$ cat config.mk
export PLATFORM = sky130hd
export DESIGN_NAME = cfg_port_loader
export DESIGN_NICKNAME = d
export VERILOG_FILES = /design/src/rtl/cfg_port_loader.sv
export SDC_FILE = /design/constraint.sdc
export NUM_CORES = 1
export LEC_CHECK = 0
export BUFFER_PORTS_ARGS = -buffer_cell sky130_fd_sc_hd__clkbuf_2
export CAP_MARGIN = 20
export CORE_AREA = 4 4 120 122
export CTS_BUF_LIST = sky130_fd_sc_hd__clkbuf_4 sky130_fd_sc_hd__clkbuf_8
export CTS_CLUSTER_SIZE = 30
export DETAILED_ROUTE_END_ITERATION = 16
export DIE_AREA = 0 0 124 126
export GPL_ROUTABILITY_DRIVEN = 0
export PLACE_DENSITY = 0.81
export SYNTH_ARGS = -nofsm -noshare
export SYNTH_HDL_FRONTEND = slang
export SYNTH_SLANG_ARGS = --single-unit
$ cat constraint.sdc
create_clock -name clk -period 2.9 [get_ports clk]
set_input_delay 0.145 -clock clk [delete_from_list [all_inputs] [get_ports clk]]
set_output_delay 0.145 -clock clk [all_outputs]
set_load 0.02 [all_outputs]
$ cat src/rtl/cfg_port_loader.sv
module cfg_port_loader #(
  parameter int AW     = 20,
  parameter int CNT_W  = 16,
  parameter int PER_W  = 16,
  parameter int OWN_W  = 2,
  parameter int unsigned OWN_ID = 1
) (
  input  logic             clk,
  input  logic             rst_n,
  input  logic             cmd_valid,
  input  logic [2:0]       cmd_op,
  input  logic [AW-1:0]    cmd_arg,
  output logic             busy,
  output logic             fl_req,
  input  logic [OWN_W-1:0] fl_owner,
  output logic             fl_rd,
  output logic [AW-1:0]    fl_addr,
  input  logic             fl_busy,
  input  logic             fl_dvalid,
  input  logic [15:0]      fl_data,
  input  logic             bf_empty,
  input  logic [7:0]       bf_data,
  output logic             bf_rd,
  output logic [7:0]       cp_data,
  output logic             cp_write,
  output logic             cp_csel,
  output logic             cp_cclk
);

  localparam logic [2:0] OP_START = 3'd1;
  localparam logic [2:0] OP_STOP  = 3'd2;
  localparam logic [2:0] OP_PFL   = 3'd3;
  localparam logic [2:0] OP_CNT   = 3'd4;
  localparam logic [2:0] OP_PBUS  = 3'd5;
  localparam logic [2:0] OP_SCRUB = 3'd6;
  localparam logic [2:0] OP_ABORT = 3'd7;

  localparam logic [OWN_W-1:0] MY_ID   = OWN_ID[OWN_W-1:0];
  localparam logic [AW-1:0]    ADDR_1  = 1;
  localparam logic [CNT_W-1:0] CNT_1   = 1;
  localparam logic [CNT_W-1:0] CNT_0   = 0;
  localparam logic [PER_W-1:0] PER_1   = 1;
  localparam logic [PER_W-1:0] PER_0   = 0;

  typedef enum logic [2:0] {
    S_IDLE, S_REQ, S_FRD, S_FWAIT, S_BUS, S_EMIT, S_WAIT
  } st_t;

  st_t              st;
  logic             ph, lo_pend, from_bus, scrub_q;
  logic [7:0]       byte_q, lo_q;
  logic [AW-1:0]    addr_q, start_q, stop_q;
  logic [CNT_W-1:0] cnt_q, left_q;
  logic [PER_W-1:0] per_q, tmr_q;

  wire abort = cmd_valid && (cmd_op == OP_ABORT);

  assign busy     = (st != S_IDLE);
  assign fl_req   = (st == S_REQ) || (st == S_FRD) || (st == S_FWAIT) ||
                    ((st == S_EMIT) && !from_bus);
  assign fl_rd    = (st == S_FRD) && !fl_busy && !abort;
  assign fl_addr  = addr_q;
  assign bf_rd    = (st == S_BUS) && !bf_empty && !abort;
  assign cp_csel  = (st != S_IDLE) && (st != S_WAIT);
  assign cp_write = (st == S_EMIT);
  assign cp_cclk  = (st == S_EMIT) && ph;
  assign cp_data  = byte_q;

  always_ff @(posedge clk) begin
    if (!rst_n) begin
      st       <= S_IDLE;
      ph       <= 1'b0;
      lo_pend  <= 1'b0;
      from_bus <= 1'b0;
      scrub_q  <= 1'b0;
      byte_q   <= '0;
      lo_q     <= '0;
      addr_q   <= '0;
      start_q  <= '0;
      stop_q   <= '0;
      cnt_q    <= '0;
      left_q   <= '0;
      per_q    <= '0;
      tmr_q    <= '0;
    end else if (abort) begin
      st      <= S_IDLE;
      ph      <= 1'b0;
      lo_pend <= 1'b0;
      scrub_q <= 1'b0;
    end else begin
      unique case (st)
        S_IDLE: if (cmd_valid) begin
          unique case (cmd_op)
            OP_START: start_q <= cmd_arg;
            OP_STOP:  stop_q  <= cmd_arg;
            OP_CNT:   cnt_q   <= cmd_arg[CNT_W-1:0];
            OP_PFL: begin
              addr_q   <= start_q;
              from_bus <= 1'b0;
              scrub_q  <= 1'b0;
              st       <= S_REQ;
            end
            OP_PBUS: begin
              from_bus <= 1'b1;
              left_q   <= cnt_q;
              st       <= (cnt_q == CNT_0) ? S_IDLE : S_BUS;
            end
            OP_SCRUB: begin
              addr_q   <= start_q;
              per_q    <= cmd_arg[PER_W-1:0];
              from_bus <= 1'b0;
              scrub_q  <= 1'b1;
              st       <= S_REQ;
            end
            default: ;
          endcase
        end
        S_REQ:   if (fl_owner == MY_ID) st <= S_FRD;
        S_FRD:   if (!fl_busy) st <= S_FWAIT;
        S_FWAIT: if (fl_dvalid) begin
          byte_q  <= fl_data[15:8];
          lo_q    <= fl_data[7:0];
          lo_pend <= 1'b1;
          ph      <= 1'b0;
          st      <= S_EMIT;
        end
        S_BUS: if (!bf_empty) begin
          byte_q <= bf_data;
          left_q <= left_q - CNT_1;
          ph     <= 1'b0;
          st     <= S_EMIT;
        end
        S_EMIT: begin
          if (!ph) begin
            ph <= 1'b1;
          end else begin
            ph <= 1'b0;
            if (from_bus) begin
              st <= (left_q == CNT_0) ? S_IDLE : S_BUS;
            end else if (lo_pend) begin
              byte_q  <= lo_q;
              lo_pend <= 1'b0;
            end else if (addr_q >= stop_q) begin
              if (scrub_q) begin
                addr_q <= start_q;
                tmr_q  <= per_q;
                st     <= S_WAIT;
              end else begin
                st <= S_IDLE;
              end
            end else begin
              addr_q <= addr_q + ADDR_1;
              st     <= S_FRD;
            end
          end
        end
        S_WAIT: begin
          if (tmr_q == PER_0) st <= S_REQ;
          else tmr_q <= tmr_q - PER_1;
        end
        default: st <= S_IDLE;
      endcase
    end
  end

endmodule

==> results.py, run 1 <==
metrics = {
    "run_status": {
        "status": "complete, no violations",
    },
    "synth": {
        "synth_area_leaders": "dfxtp_1 37%, nand2_1 9.1%, a21boi_0 6.0%, mux2i_1 4.3%, nor2_1 4.0%",
        "ys.flop_type": "dfxtp_1",
        "synth.avg_cell_area_um2": 7.92,
        "synth_edf_count": 0,
        "netlist_instances": 996,
        "synth_cell_types": 72,
        "syn_nets": 1074,
        "yosysTopAreaCellShare_pct": 37.3,
        "yosys.area.top_type": "dfxtp_1",
        "ys_warn_count": 0,
        "synth_area_um2": 7880,
        "seq_area_frac_synth_pct": 37.3,
        "ys_ff_latch": 147,
        "yosysMostFrequentCell": "nand2_1",
        "async_flop_share_pct": 0,
        "synth_common_cells": "191 x nand2_1, 147 x dfxtp_1, 83 x nor2_1, 63 x a21boi_0, 62 x a21oi_1",
    },
    "setup_path": {
        "r2r_start": "fl_addr[18]",
        "critPathKind": "reg -> reg",
        "crit_path_max_fanout": 13,
        "crit_required_ps": 3220,
        "arrival_ps": 3020,
        "crit_start": "fl_addr[18]",
        "cp-end-kind": "flip-flop",
        "startpoint_type": "flip-flop",
    },
    "pwr": {
        "pwr-share-comb_pct": 28.7,
        "power.density_nw_per_um2": 582,
        "clockPowerShare_pct": 28.7,
        "p_sw_share_pct": 33.6,
        "fin_total_pwr_mw": 5.30,
        "intPower_mw": 3.52,
        "total_leakage_power_nw": 3.41,
        "p_seq_share_pct": 42.5,
        "peakVddDrop_uv": 409,
        "p_switching_mw": 1.78,
    },
    "cts": {
        "clk_latency_ps": 460,
        "cts_setup_buffers": 0,
        "cts_buffers": 17,
        "clkTransAtPathRegs_ps": 70,
        "root_buffer": "clkbuf_8",
        "cts_num_sinks": 147,
        "h-tree-depth": 4,
        "cts_tree": "yes",
        "cts.path.max_buffers": 2,
    },
    "drt": {
        "wl_per_cell_um": 16.7,
        "drt-total-wl_mm": 21.3,
        "ant_nets": 0,
        "dr.pass1.iters": 5,
        "drt_iter0_markers": 880,
        "via_count": 7541,
        "drc": 0,
        "via_per_inst": 5.91,
    },
    "layout": {
        "syn_to_final_growth_pct": 15.7,
        "antenna_cells": 0,
        "num-nets-final": 1168,
        "fin_cells": 1277,
        "design_area_um2": 9120,
        "drive_above_1_share_pct": 16.5,
    },
    "min_path": {
        "hold_class": "in -> reg",
        "hold_start": "cmd_arg[3]",
    },
    "die": {
        "core_area_um2": 13200,
        "die_w_um": 124,
        "die-height_um": 126,
        "rows": 42,
        "io_pins": 90,
        "dieArea_um2": 15600,
        "start_util_pct": 59.8,
    },
    "placement": {
        "port_buffers": 89,
        "dp_hpwl_mm": 14.5,
        "dpl-instance-area_um2": 8550,
        "dp.cells": 1227,
        "dpl_worst_slack_ps": 228,
    },
    "run": {
        "cap_violations": 0,
    },
    "sta": {
        "grt_setup_unrepaired": "no",
        "timing.final.ws_setup_ps": 208,
        "clock.fmax_ghz": 0.371,
        "min_period_ps": 2690,
        "relSlewSlack_pct": 44.9,
        "fin_crit_sh_pct": 92.8,
        "setup_tns_ps": 0,
        "maxSlewViolCount": 0,
        "finClkSkew_ps": 12.6,
        "finalHoldViolCount": 0,
        "worstMarginPinSlew_ps": 827,
        "setup_viol": 0,
    },
    "global_route": {
        "grt_pass1_wl_mm": 34.9,
        "grt_max_degree": 61,
        "gr-total-overflow": 0,
        "grt_antenna_before_repair": 0,
        "track_usage_pct": 27.8,
        "grt_pass1_vias": 6818,
    },
}
through the flow:
stage	util (%)	hold WS [ps]
after floorplan	-	290
after detailed placement	64.8	404
after global placement	64.8	394
after global routing	69.1	22.2
after CTS	69.1	7.79
final	69.1	30.0
cells by family after synthesis:
group / count (synthesis) / synth area share [%]
flops: 147 / 37.3
compound gates: 280 / 24.2
buf+inv: 98 / 5.01
xor+xnor: 1 / 0.111
mux: 35 / 4.46
fa+ha+maj: 23 / 3.65
simple gates: 412 / 25.3
layout by cell type, fill, tap and decap left out, types with 5 or more instances in the layout:
cell	instances
clkbuf_8	20
ha_1	23
o221a_1	7
nand2b_1	5
buf_4	28
a21boi_0	63
o31a_1	7
nor4_1	10
a31oi_1	11
mux2i_1	34
o21ai_0	29
nor2_1	83
a211o_1	12
dlygate4sd3_1	20
o21bai_1	5
o22ai_1	13
o211ai_1	12
and2_1	10
nor2b_1	31
nand3_1	17
nand4_1	9
clkbuf_2	88
o21ai_1	19
inv_1	34
dfxtp_1	147
a21oi_1	62
nand2_1	191
nor3_1	10
clkbuf_4	5
final timing paths:
| kind | to | slack, ps | cells past startpoint |
|---|---|---|---|
| worst max-delay path | fl_addr[4] | 210 | 8 |
| worst min-delay path | per_q[3] | 30 | 3 |
| worst max register to register | fl_addr[4] | 210 | 8 |
| worst min register to register | start_q[3] | 470 | 2 |
timing repair:
action | 4_1_cts | 5_1_grt
hold buffers | 20 | 0
endpoints found under the setup margin | 0 | 2
resized for setup | 0 | 1
hold endpoints to repair | 38 | 0
registers in the layout (all words and copies together) (netlist names):
signal    count
fl_addr      20
start_q      20
stop_q       20
cnt_q        16
left_q       16
per_q        16
tmr_q        16
cp_data       8
lo_q          8
st            3
from_bus      1
lo_pend       1
ph            1
scrub_q       1
routing by layer:
metal  part of all wire [%]  track usage (%)  wire, um
met2                     46             42.3      9700
met4                    2.2             9.21       473
met1                     44             38.4      9430
met3                    8.0             7.22      1710
met5                      0                0         0
worst max-delay path, stage by stage, from the launching register on:
cell and delay, ps:
dfxtp_1 380, ha_1 330, and4_1 240, nand4_1 160, or3_4 450, o211ai_2 250
a21oi_2 160, nand2_1 430, o22ai_1 160
cell type report:
cell class                 instances  area (um2)
clock buffer                      25         313
clock inverter                     5        52.6
fill                            1052        4070
inverter                          35         131
multi-input combinational        751        4570
sequential                       147        2940
tap                              176         220
timing repair buffer             138         891
power groups by stage:
stage	Clock, mW	Combinational [mW]	Sequential (mW)
finish	1.52	1.52	2.26
global route	1.63	1.68	2.27
CTS	1.55	1.51	2.25
detailed placement	0	1.48	2.30
global placement	0	1.46	2.29
floorplan	0	1.05	2.29
No activity file was read; power rests on OpenSTA's default activity.
==> run 2, diff against run 1 <==
--- a/config.mk
+++ b/config.mk
@@ -13,7 +13,8 @@
 export DETAILED_ROUTE_END_ITERATION = 16
 export DIE_AREA = 0 0 124 126
 export GPL_ROUTABILITY_DRIVEN = 0
-export PLACE_DENSITY = 0.81
+export PLACE_DENSITY_LB_ADDON = 0.12
 export SYNTH_ARGS = -nofsm -noshare
 export SYNTH_HDL_FRONTEND = slang
 export SYNTH_SLANG_ARGS = --single-unit
+export TNS_END_PERCENT = 100
==> constraint.sdc (replaced) <==
create_clock -name clk -period 3.2 [get_ports clk]
set_input_delay 0.16 -clock clk [delete_from_list [all_inputs] [get_ports clk]]
set_output_delay 0.16 -clock clk [all_outputs]
set_load 0.02 [all_outputs]
==> run 2 against run 1 <==
Hold slack better by 1.2 ps. Via count is 2.3% lower. Clock skew is 2.9 ps lower. Cell area is 0.85% lower. Total power is 5.8% lower. Sequential power is 10% lower. Sequential share of layout area is 0.28 points higher. Clock power is 5% higher. Setup slack better by 170 ps. Utilization is 0.59 points lower. Flip-flop and latch count stayed put. Critical path type unchanged. Largest cell class unchanged.
==> results.py, run 2 (synthesis gave the netlist of run 1 again) <==
metrics = {
    "global_route": {
        "grt_antenna_before_repair": 0,
        "gr-total-overflow": 0,
        "grt_max_degree": 68,
        "grt_pass1_vias": 6718,
        "track_usage_pct": 26.8,
        "grt_pass1_wl_mm": 34.0,
    },
    "sta": {
        "worstMarginPinSlew_ps": 886,
        "timing.final.ws_setup_ps": 379,
        "maxSlewViolCount": 0,
        "setup_tns_ps": 0,
        "setup_viol": 0,
        "relSlewSlack_pct": 40.9,
        "finClkSkew_ps": 9.74,
        "grt_setup_unrepaired": "no",
        "finalHoldViolCount": 0,
        "clock.fmax_ghz": 0.355,
        "min_period_ps": 2820,
        "fin_crit_sh_pct": 88.1,
    },
    "layout": {
        "final_cell_mix": "191 x nand2_1, 147 x dfxtp_1, 88 x clkbuf_2, 83 x nor2_1, 63 x a21boi_0",
        "layout_commonest_cell": "nand2_1",
        "drive_above_1_share_pct": 16.3,
        "design_area_um2": 9040,
        "n_fill_cell": 1162,
        "seq_area_um2": 2940,
        "multi_input_area_um2": 4570,
        "num-nets-final": 1154,
        "syn_to_final_growth_pct": 14.7,
        "antenna_cells": 0,
    },
    "drt": {
        "via_count": 7367,
        "wl_per_cell_um": 16.1,
        "drt_iter0_markers": 777,
        "drt-total-wl_mm": 20.4,
        "ant_nets": 0,
        "dr.pass1.iters": 5,
        "drc": 0,
        "via_per_inst": 5.82,
    },
    "min_path": {
        "hold_class": "in -> reg",
        "whs_path_depth": 3,
    },
    "cts": {
        "root_buffer": "clkbuf_8",
        "cts.path.max_buffers": 2,
        "postCtsResizedCells": 0,
        "clk_latency_ps": 440,
        "clkTransAtPathRegs_ps": 80,
        "cts_buffers": 17,
        "cts_tree": "yes",
        "h-tree-depth": 4,
        "cts_num_sinks": 147,
    },
    "die": {
        "die_w_um": 124,
        "start_util_pct": 59.8,
        "rows": 42,
        "dieArea_um2": 15600,
        "io_pins": 90,
        "die-height_um": 126,
        "core_area_um2": 13200,
    },
    "placement": {
        "port_buffers": 89,
        "dpl_worst_slack_ps": 420,
        "dpl-instance-area_um2": 8480,
        "dp_hpwl_mm": 14.3,
    },
    "setup_path": {
        "arrival_ps": 3160,
        "crit_path_max_fanout": 19,
        "critPathKind": "reg -> reg",
        "crit_required_ps": 3540,
        "cp-end-kind": "flip-flop",
        "startpoint_type": "flip-flop",
        "reg2reg_depth": 8,
    },
    "run_status": {
        "status": "complete, no violations",
    },
    "run": {
        "cap_violations": 0,
    },
    "pwr": {
        "power.density_nw_per_um2": 553,
        "total_leakage_power_nw": 3.34,
        "fin_total_pwr_mw": 5.00,
        "peakVddDrop_uv": 357,
    },
}
run 2: metal layers:
metal / routed length (um) / vias up / global-route usage (%)
met5: 0 / - / 0
met4: 386 / 0 / 7.99
met3: 1550 / 29 / 6.10
met2: 9230 / 255 / 40.3
met1: 9210 / 3421 / 38.3
li1: - / 3662 / -
run 2: critical path, stage by stage (launching register included):
cell and delay (ps):
dfxtp_1 360, ha_1 310, and4_1 240, nand4_1 170, or3_4 450, o211ai_2 260
a21o_1 590, a21oi_1 90, o221a_1 250
run 2: final timing paths:
kind	from	to	slack, ps
setup / recovery	fl_addr[18]	fl_addr[17]	380
hold reg to reg	stop_q[16]	stop_q[16]	470
setup reg to reg	fl_addr[18]	fl_addr[17]	380
hold / removal	cmd_arg[11]	start_q[11]	30
run 2: power breakdown:
part	switching, mW	internal [mW]	leakage [nW]
registers	0.0928	1.94	1.19
clock network	0.716	0.876	0.203
logic	0.844	0.534	1.95
run 2: through the flow:
stage | hold slack, ps | util, % | cells
2_1_floorplan | 305 | - | 996
3_3_place_gp | 417 | 64.3 | 1221
3_5_place_dp | 426 | 64.3 | 1221
4_1_cts | 9.45 | 68.5 | 1265
5_1_grt | 18.5 | 68.5 | 1265
6_report | 31.2 | 68.5 | 1265
run 2: timing repair:
action	CTS	global route
hold buffers	12	0
setup buffers	0	0
endpoints found under the hold margin	16	0
run 2: layout make-up:
class | count | area share [%]
sequential | 147 | 32.5
timing repair buffer | 124 | 8.19
clock inverter | 13 | 2.03
multi-input combinational | 751 | 50.5
tap | 176 | 2.44
inverter | 35 | 1.45
clock buffer | 19 | 2.82
==> run 3, diff against run 2 <==
--- a/config.mk
+++ b/config.mk
@@ -7,13 +7,14 @@
 export LEC_CHECK = 0
 export BUFFER_PORTS_ARGS = -buffer_cell sky130_fd_sc_hd__clkbuf_2
 export CAP_MARGIN = 20
-export CORE_AREA = 4 4 120 122
+export CORE_AREA = 2 2 118 120
 export CTS_BUF_LIST = sky130_fd_sc_hd__clkbuf_4 sky130_fd_sc_hd__clkbuf_8
 export CTS_CLUSTER_SIZE = 30
 export DETAILED_ROUTE_END_ITERATION = 16
-export DIE_AREA = 0 0 124 126
+export DIE_AREA = 0 0 120 122
 export GPL_ROUTABILITY_DRIVEN = 0
-export PLACE_DENSITY_LB_ADDON = 0.12
+export PLACE_DENSITY = 0.81
+export RECOVER_POWER = 100
 export SYNTH_ARGS = -nofsm -noshare
 export SYNTH_HDL_FRONTEND = slang
 export SYNTH_SLANG_ARGS = --single-unit
==> run 3 against run 2 <==
Clock skew grew 2.7 ps. Combinational power shrank 7%. Non-clock buffer count shrank 2. Critical path depth grew 2. Critical endpoint unchanged.
==> results.py, run 3 (synthesis gave the netlist of run 1 again) <==
metrics = {
    "run_status": {
        "status": "complete, no violations",
    },
    "setup_path": {
        "worst_path_largest_cell_delay_ps": 450,
        "cpMaxStageDelayCell": "or3_1",
        "path_cells": "inv_1, ha_1, and4_1, nand4_1, or3_1, o2111ai_1, buf_4, nor2b_1, a31oi_1, o221a_1",
        "r2r_setup_slack_ps": 260,
        "critPathCapture": "fl_addr[17]",
        "cp-end-kind": "flip-flop",
        "crit_start": "stop_q[19]",
        "startpoint_type": "flip-flop",
        "arrival_ps": 3290,
        "r2r_start": "stop_q[19]",
        "reg2reg_to": "fl_addr[17]",
        "crit_path_max_fanout": 42,
        "reg2reg_depth": 10,
        "critPathKind": "reg -> reg",
        "crit_required_ps": 3550,
    },
    "layout": {
        "design_area_um2": 8890,
        "syn_to_final_growth_pct": 12.7,
        "layout_commonest_cell": "nand2_1",
        "num-nets-final": 1152,
        "n_fill_cell": 1180,
        "fin_cells": 1267,
        "antenna_cells": 0,
        "final_cell_mix": "191 x nand2_1, 147 x dfxtp_1, 84 x nor2_1, 67 x a21boi_0, 62 x a21oi_1",
        "drive_above_1_share_pct": 11.8,
    },
    "drt": {
        "drt_iter0_markers": 744,
        "via_per_inst": 5.87,
        "wl_per_cell_um": 16.0,
        "ant_nets": 0,
        "drt-total-wl_mm": 20.3,
        "drc": 0,
        "dr.pass1.iters": 5,
        "via_count": 7439,
    },
    "placement": {
        "port_buffers": 89,
        "dpl-instance-area_um2": 8470,
        "dp.cells": 1223,
        "dp_hpwl_mm": 14.0,
    },
    "global_route": {
        "grt_antenna_before_repair": 0,
        "grt_pass1_vias": 6687,
        "grt_pass1_wl_mm": 33.7,
        "gr-total-overflow": 0,
        "track_usage_pct": 28.7,
        "grt_max_degree": 66,
    },
    "die": {
        "core_area_um2": 13500,
        "start_util_pct": 58.4,
        "die_w_um": 120,
        "die-height_um": 122,
        "dieArea_um2": 14600,
        "rows": 43,
        "io_pins": 90,
    },
    "sta": {
        "finalHoldViolCount": 0,
        "clock.fmax_ghz": 0.340,
        "grt_setup_unrepaired": "no",
        "maxSlewViolCount": 0,
        "min_period_ps": 2940,
        "setup_viol": 0,
        "worstMarginPinSlew_ps": 1130,
        "finClkSkew_ps": 12.4,
        "fin_crit_sh_pct": 91.8,
        "setup_tns_ps": 0,
        "whs_ps": 18.9,
        "relSlewSlack_pct": 25.0,
    },
    "pwr": {
        "peakVddDrop_uv": 567,
        "total_leakage_power_nw": 3.19,
        "power.density_nw_per_um2": 541,
    },
    "cts": {
        "cts_buffers": 17,
        "cts.path.max_buffers": 2,
        "cts_num_sinks": 147,
        "root_buffer": "clkbuf_8",
        "postCtsResizedCells": 0,
        "cts_tree": "yes",
        "clk_latency_ps": 460,
        "clkTransAtPathRegs_ps": 80,
        "h-tree-depth": 4,
    },
    "min_path": {
        "hold_class": "in -> reg",
    },
    "run": {
        "cap_violations": 0,
    },
}
-- run 3: cell types whose count changed in the layout (fill, tap and decap cells not counted), moves of 4 or more --
cell / change
a21boi_0: +4
a21boi_1: -4
and2_0: +6
and2_1: -6
buf_4: -9
clkbuf_1: +38
clkbuf_2: -31
clkinvlp_4: -4
o21ai_0: +11
o21ai_1: -11
-- run 3: per-layer routing --
metal  up-vias  routed length, um  track usage [%]
met5         -                  0                0
met1      3506               9300             39.5
met3        27               1260             6.46
li1       3655                  -                -
met4         0                263             7.57
met2       251               9480             45.4
-- run 3: layout make-up --
type,instances,area [um2],area share [%]
repair buffers,122,661,7.43
flip-flops and latches,147,2940,33.1
multi-input cells,751,4530,50.9
clock inverters,9,104,1.17
well taps,180,225,2.53
inverters,35,131,1.48
clock buffers,23,298,3.35
-- run 3: where the power goes --
part           switching [mW]  leakage [nW]  internal [mW]
clock network           0.706         0.206          0.776
logic                   0.795          1.80          0.482
registers               0.113          1.19           1.94
-- run 3: worst min path at each step --
stage | end | slack, ps | from | cells past startpoint
after floorplan | start_q[0] | 300 | cmd_arg[0] | 2
after global placement | lo_q[5] | 410 | fl_data[5] | 3
after detailed placement | stop_q[17] | 420 | cmd_arg[17] | 3
after CTS | start_q[11] | 7 | cmd_arg[11] | 3
after global routing | stop_q[0] | 4 | cmd_arg[0] | 3
final | stop_q[12] | 20 | cmd_arg[12] | 3
-- run 3: critical path: cells and delay by family, from the launching register on --
kind,cells,cell delay (ps)
simple gates,4,980
compound gates,3,660
buf+inv,2,500
flops,1,340
fa+ha+maj,1,330
-- run 3: stage by stage --
step / util, % / worst slack (ps) / power, mW
after floorplan: - / 782 / 3.03
after global placement: 62.7 / 502 / 3.38
after detailed placement: 62.7 / 383 / 3.40
after CTS: 66.6 / 364 / 4.87
after global routing: 65.8 / 83.8 / 5.07
final: 65.8 / 261 / 4.81
-- run 3: timing repair --
action                    CTS  global route
hold endpoints to repair   16             0
setup buffers               0             0
hold buffers               12             0
